<file path="src/rtl/rx_irq_pkg.sv">
package rx_irq_pkg;

  localparam logic [3:0] IID_NONE = 4'b0001;
  localparam logic [3:0] IID_LS   = 4'b0110;
  localparam logic [3:0] IID_RDA  = 4'b0100;
  localparam logic [3:0] IID_CTO  = 4'b1100;

  localparam int MAX_FRAME_BITS = 12;

  // Trigger level in characters for each select code.
  function automatic int trig_level(input logic [1:0] sel);
    case (sel)
      2'd0:    return 1;
      2'd1:    return 4;
      2'd2:    return 8;
      default: return 14;
    endcase
  endfunction

  // Bits on the wire for one character including start, parity and stops.
  function automatic int frame_bits(input logic [1:0] dsel,
                                    input logic par,
                                    input logic stop2);
    return 7 + int'(dsel) + int'(par) + int'(stop2);
  endfunction

endpackage

</file>
<file path="src/rtl/rx_fifo_store.sv">
module rx_fifo_store #(
  parameter int WIDTH = 11,
  parameter int DEPTH = 16,
  localparam int ADDR_W = $clog2(DEPTH),
  localparam int CNT_W  = $clog2(DEPTH + 1)
) (
  input  logic             clk,
  input  logic             rst,
  input  logic             wr_en,
  input  logic [WIDTH-1:0] wr_data,
  input  logic             rd_en,
  output logic [WIDTH-1:0] head,
  output logic [CNT_W-1:0] count,
  output logic             full,
  output logic             empty
);

  logic [WIDTH-1:0]  mem [DEPTH];
  logic [ADDR_W-1:0] wr_ptr;
  logic [ADDR_W-1:0] rd_ptr;

  function automatic logic [ADDR_W-1:0] bump(input logic [ADDR_W-1:0] p);
    if (p == ADDR_W'(DEPTH - 1)) return '0;
    return p + 1'b1;
  endfunction

  // Storage without reset so it maps onto RAM.
  always_ff @(posedge clk) begin
    if (wr_en) mem[wr_ptr] <= wr_data;
  end

  always_ff @(posedge clk) begin
    if (rst) begin
      wr_ptr <= '0;
      rd_ptr <= '0;
      count  <= '0;
    end else begin
      if (wr_en) wr_ptr <= bump(wr_ptr);
      if (rd_en) rd_ptr <= bump(rd_ptr);
      case ({wr_en, rd_en})
        2'b10:   count <= count + 1'b1;
        2'b01:   count <= count - 1'b1;
        default: count <= count;
      endcase
    end
  end

  assign head  = mem[rd_ptr];
  assign full  = (count == CNT_W'(DEPTH));
  assign empty = (count == '0);

endmodule

</file>
<file path="src/rtl/rx_char_timer.sv">
module rx_char_timer #(
  parameter int TICKS_PER_BIT = 16,
  parameter int WINDOW_CHARS  = 4,
  localparam int LIMIT_MAX = WINDOW_CHARS * TICKS_PER_BIT * rx_irq_pkg::MAX_FRAME_BITS,
  localparam int TW = $clog2(LIMIT_MAX + 1)
) (
  input  logic       clk,
  input  logic       rst,
  input  logic       enable,
  input  logic       has_data,
  input  logic       took_char,
  input  logic       cpu_read,
  input  logic       tick,
  input  logic [1:0] data_bits_sel,
  input  logic       parity_en,
  input  logic       two_stop,
  output logic       expired
);

  logic [TW-1:0] cnt;
  logic [TW-1:0] limit;

  always_comb begin
    limit = TW'(WINDOW_CHARS * TICKS_PER_BIT *
                rx_irq_pkg::frame_bits(data_bits_sel, parity_en, two_stop));
  end

  always_ff @(posedge clk) begin
    if (rst || !enable || !has_data || cpu_read) begin
      cnt     <= '0;
      expired <= 1'b0;
    end else if (took_char) begin
      cnt <= '0;
    end else if (tick && !expired) begin
      if (cnt == limit - 1'b1) begin
        expired <= 1'b1;
        cnt     <= '0;
      end else begin
        cnt <= cnt + 1'b1;
      end
    end
  end

endmodule

</file>
<file path="src/rtl/rx_irq_prio.sv">
module rx_irq_prio (
  input  logic       ls_act,
  input  logic       rda_act,
  input  logic       cto_act,
  output logic [3:0] iid,
  output logic       irq
);
  import rx_irq_pkg::*;

  always_comb begin
    if (ls_act)       iid = IID_LS;
    else if (rda_act) iid = IID_RDA;
    else if (cto_act) iid = IID_CTO;
    else              iid = IID_NONE;
    irq = ls_act | rda_act | cto_act;
  end

endmodule

</file>
<file path="src/rtl/rx_irq_ctrl.sv">
module rx_irq_ctrl #(
  parameter int DATA_W        = 8,
  parameter int ERR_W         = 3,
  parameter int DEPTH         = 16,
  parameter int TICKS_PER_BIT = 16,
  parameter int WINDOW_CHARS  = 4,
  localparam int CNT_W = $clog2(DEPTH + 1)
) (
  input  logic              clk,
  input  logic              rst,
  input  logic              fifo_en,
  input  logic              rx_irq_en,
  input  logic              ls_irq_en,
  input  logic [1:0]        trig_sel,
  input  logic [1:0]        data_bits_sel,
  input  logic              parity_en,
  input  logic              two_stop,
  input  logic              baud_tick,
  input  logic              push,
  input  logic [DATA_W-1:0] push_data,
  input  logic [ERR_W-1:0]  push_err,
  input  logic              pop,
  input  logic              ls_read,
  output logic [DATA_W-1:0] head_data,
  output logic [ERR_W-1:0]  head_err,
  output logic [CNT_W-1:0]  fill_count,
  output logic              data_ready,
  output logic              ls_pending,
  output logic              rda_irq,
  output logic              cto_irq,
  output logic              irq,
  output logic [3:0]        iid
);
  import rx_irq_pkg::*;

  localparam int ENTRY_W = DATA_W + ERR_W;

  logic               full, empty;
  logic               push_ok, pop_ok, overflow;
  logic [ENTRY_W-1:0] head;
  logic [CNT_W-1:0]   level;
  logic               timer_hit;

  assign push_ok  = push & ~full;
  assign pop_ok   = pop & ~empty;
  assign overflow = push & full;

  rx_fifo_store #(.WIDTH(ENTRY_W), .DEPTH(DEPTH)) u_store (
    .clk     (clk),
    .rst     (rst),
    .wr_en   (push_ok),
    .wr_data ({push_err, push_data}),
    .rd_en   (pop_ok),
    .head    (head),
    .count   (fill_count),
    .full    (full),
    .empty   (empty)
  );

  assign head_data = head[DATA_W-1:0];
  assign head_err  = head[ENTRY_W-1:DATA_W];

  rx_char_timer #(.TICKS_PER_BIT(TICKS_PER_BIT), .WINDOW_CHARS(WINDOW_CHARS)) u_timer (
    .clk           (clk),
    .rst           (rst),
    .enable        (fifo_en),
    .has_data      (~empty),
    .took_char     (push_ok),
    .cpu_read      (pop_ok),
    .tick          (baud_tick),
    .data_bits_sel (data_bits_sel),
    .parity_en     (parity_en),
    .two_stop      (two_stop),
    .expired       (timer_hit)
  );

  // Data-ready flag: set on arrival, cleared when the last entry leaves.
  always_ff @(posedge clk) begin
    if (rst)                                              data_ready <= 1'b0;
    else if (push_ok)                                     data_ready <= 1'b1;
    else if (pop_ok && fill_count == CNT_W'(1))           data_ready <= 1'b0;
  end

  // Line-status pending flag.
  always_ff @(posedge clk) begin
    if (rst)                                   ls_pending <= 1'b0;
    else if ((push_ok && |push_err) || overflow) ls_pending <= 1'b1;
    else if (ls_read)                          ls_pending <= 1'b0;
  end

  assign level   = fifo_en ? CNT_W'(trig_level(trig_sel)) : CNT_W'(1);
  assign rda_irq = rx_irq_en & (fill_count >= level);
  assign cto_irq = rx_irq_en & fifo_en & timer_hit;

  rx_irq_prio u_prio (
    .ls_act  (ls_irq_en & ls_pending),
    .rda_act (rda_irq),
    .cto_act (cto_irq),
    .iid     (iid),
    .irq     (irq)
  );

endmodule

</file>
<file path="config.mk">
export PLATFORM = sky130hd
export DESIGN_NAME = rx_irq_ctrl
export DESIGN_NICKNAME = d
export VERILOG_FILES = /design/src/rtl/rx_irq_pkg.sv /design/src/rtl/rx_fifo_store.sv /design/src/rtl/rx_char_timer.sv /design/src/rtl/rx_irq_prio.sv /design/src/rtl/rx_irq_ctrl.sv
export SDC_FILE = /design/constraint.sdc
export NUM_CORES = 1
export LEC_CHECK = 0
export ABC_AREA = 1
export BUFFER_PORTS_ARGS = -buffer_cell sky130_fd_sc_hd__buf_2
export CAP_MARGIN = 20
export CORE_UTILIZATION = 50
export CTS_BUF_LIST = sky130_fd_sc_hd__clkbuf_2
export DETAILED_ROUTE_END_ITERATION = 8
export PLACE_DENSITY_LB_ADDON = 0.25
export SETUP_SLACK_MARGIN = 0.02
export SYNTH_ARGS = -nofsm -noshare
export SYNTH_HDL_FRONTEND = slang
export SYNTH_SLANG_ARGS = --single-unit
</file>
<file path="constraint.sdc">
create_clock -name clk -period 5.42 [get_ports clk]
set_clock_uncertainty 0.15 [all_clocks]
set_input_delay 1.084 -clock clk [delete_from_list [all_inputs] [get_ports clk]]
set_output_delay 1.084 -clock clk [all_outputs]
set_load 0.01 [all_outputs]
</file>
==> summary.md <==
| Metric | Value |
|---|---|
| Max FO, Critical Path | 58 |
| CTS Buf Count | 52 |
| Fin crit share | 78.7% |
| TritonCTS clock tree | built |
| Final hold violations | 0 |
| Worst-margin pin slew | 890 ps |
| Synth Register Bits | 206 |
| Minimum clock period | 4270 ps |
| Peak VDD IR | 0.000239 V |
| Worst slew margin | 40.6% |
| Via count of the routed design | 6091 |
| Total global routing overflow | 0 |
| Area contributors post-synth | edfxtp_1 60%, dfxtp_1 6.8%, nor2_1 6.0% |
| Via density | 5.53 |
| Synth area leader | edfxtp_1 |
| Nets | 888 |
| ANT cells | 0 |
| Clk_lat worst skew | 730 ps |
| Post-DR wirelength/cell | 18.1 um |
| Number of global-route vias before repair | 6178 |
| Initial antenna violation count | 0 |
| H-tree depth | 2 |
| Routed met2 length | 9620 um |
| Commonest cells in the netlist | 176 x edfxtp_1, 141 x nor2_1, 84 x o21ai_0, 60 x nand2_1, 38 x inv_1 |
| Util after Layout | 56.1% |
| Total wire length | 20000 um |
| Leakage | 3.59 nW |
| Final setup vio count | 0 |
| Simple-Gate Fraction of Synth Area | 13.2% |
| Max Fclk | 234 MHz |
| Hold depth | 2 |
| Post-synthesis mux area share | 0% |
| Synth Net Count | 802 |
| Worst setup path category | flip-flop to primary output |
| Share of the synthesized area in the top cell type | 59.8% |
| Seq/Total Area, Yosys | 66.6% |
| Asr flop ratio synth | 0% |
| Setup Buffers After CTS | 0 |
| Area after DPL | 9280 um2 |
| Antenna-violating nets left | 0 |
| Synthesis-to-finish area growth | 9.96% |
| Hold WC Path Type | flip-flop to flip-flop |
| Initial core utilization | 51.1% |
| Post-Synthesis Cells | 757 |
| Clock slew at reported path FFs | 100 ps |
| Largest family of logic cells by synthesized area | simple AND/OR/NAND/NOR gates |
| Fraction of the mapped netlist area in adder cells | 2.78% |
| Critical path arrival | 3030 ps |
| Global-route wire length before repair | 31400 um |
| CTS root buffer | clkbuf_2 |
| Cell Area, Synth | 8830 um2 |
| Pre-antenna DRT Iters | 5 |
| Ports | 51 |
| # resized after CTS | 0 |
| Die span in x | 135 um |
| Fin area | 9710 um2 |
| Wl on met1 | 8450 um |
| # fillers | 1452 |
| Post-CTS Hold Buffers | 0 |
| Xor/xnor share of the synthesized area | 1.29% |
| CTS Buffer Depth | 3 |
| Layout cells sized above 1 | 21.1% |
| Crit-path slowest cell | dfxtp_2 |
| Number of DRC markers in iteration 0 | 464 |
| Pwr per Cell Area | 391 nW/um2 |
| Worst setup SP type | flip-flop |
| Mean cell area of the mapped netlist | 11.7 um2 |
| Worst Path Required | 4190 ps |
| Met3 routed wirelength | 1460 um |
| Critical path capture point type | primary output |
| Critical-path cell list | buf_4, o21ai_0, o221ai_1, nand3_1, nand2_1, buf_2 |
| Main synth FF type | edfxtp_1 |
| Global Route Usage Sum | 22.7% |
| Setup TNS Final | 0 ps |
| Routability congestion estimate from global placement | 0.830 |
| Synth unique cells | 40 |
| Reg2Reg Setup Slack | 2790 ps |
| Row Count | 48 |
| DR top layer | met4 |
| DRC | 0 |
| IO buf count | 50 |
| RSZ-0062 raised after global routing | false |
| Die area | 18200 um2 |
| CTS Sinks | 206 |
| R2R depth | 10 |
| Largest net degree at the start of global routing | 89 |
| Core box area | 17300 um2 |
| Synthesis Warnings | 0 |
| Die height | 135 um |
| Post-synth EDFFs | 176 |
| Most frequent cell after synthesis | edfxtp_1 |
| Synth Area in Compound Gates | 11.4% |
| Max incr delay on CP | 730 ps |
| Status | complete, no violations |
| Pins Over Slew Limit | 0 |
| Max Cap Violations | 0 |
| Hpwl dp | 11900 um |
==> critical path: cells and delay by family (launching register included) <==
family                 cells  cell delay [ps]
AOI/OAI and AO/OA          2              480
buffers and inverters      2              750
DFF                        1              730
and+or+nand+nor            2              290
==> cells in the final DEF, fill, tap and decap left out, drive strengths merged, types with 2 or more instances in the layout <==
cell type  Yosys  routed
clkinv         1       8
nor3           2       2
xor2          10      10
clkbuf        12      79
nand2         68      68
o22ai          6       6
o211ai        21      21
dfxtp         30      30
xnor2          3       3
o221ai        23      23
nand4          7       7
edfxtp       176     176
nand3         33      33
o21ai        104     104
buf           25      69
inv           47      49
nor2         152     152
a21oi         13      13
ha            18      18
==> worst paths after layout <==
path                     from           endpoint
max                 flip-flop       head_data[1]
min                data_ready         data_ready
max reg2reg  u_store.count[0]  u_store.mem[4][7]
min reg2reg        data_ready         data_ready
==> sequential cells by signal, indices dropped and copies added (netlist names), named ones only <==
register and flops:
u_store.rd_ptr 4, data_ready 1, u_store.count 5, u_store.wr_ptr 4, u_timer.cnt 10, u_store.mem 176, ls_pending 1, u_timer.expired 1
==> routing by layer <==
metal  GRT usage [%]  vias to the layer above
met3            4.84                       38
met1            28.5                     2898
met4            10.1                        0
li1                -                     2899
met2            37.9                      256
met5               0                        -
==> layout make-up <==
| class | instances | area, um2 | area share [%] |
|---|---|---|---|
| well taps | 225 | 282 | 2.90 |
| multi-input cells | 466 | 2530 | 26.1 |
| repair buffers | 69 | 393 | 4.05 |
| flip-flops and latches | 206 | 5890 | 60.6 |
| clock inverters | 9 | 37.5 | 0.386 |
| clock buffers | 79 | 395 | 4.07 |
| inverters | 48 | 188 | 1.93 |
==> stage by stage <==
| stage | setup slack [ps] | hold slack (ps) | power, mW | instances |
|---|---|---|---|---|
| 2_1_floorplan | 2040 | 310 | 2.61 | 757 |
| 3_3_place_gp | 1820 | 316 | 2.83 | 1014 |
| 3_5_place_dp | 1720 | 328 | 2.87 | 1014 |
| 4_1_cts | 1100 | 342 | 3.83 | 1102 |
| 5_1_grt | 894 | 364 | 4.04 | 1102 |
| 6_report | 1150 | 340 | 3.79 | 1102 |
==> kinds of logic after synthesis <==
logic type | after synthesis
AOI/OAI and AO/OA | 170
xor gates and xnor gates | 13
adders and majority gates | 19
buffers and inverters | 85
DFF | 206
and+or+nand+nor | 264
==> power breakdown <==
| group | internal, mW | total, mW | switching, mW |
|---|---|---|---|
| combinational | 0.333 | 0.996 | 0.663 |
| clock | 0.382 | 0.962 | 0.580 |
| sequential | 1.77 | 1.84 | 0.0646 |
No activity file was read; power rests on OpenSTA's default activity.
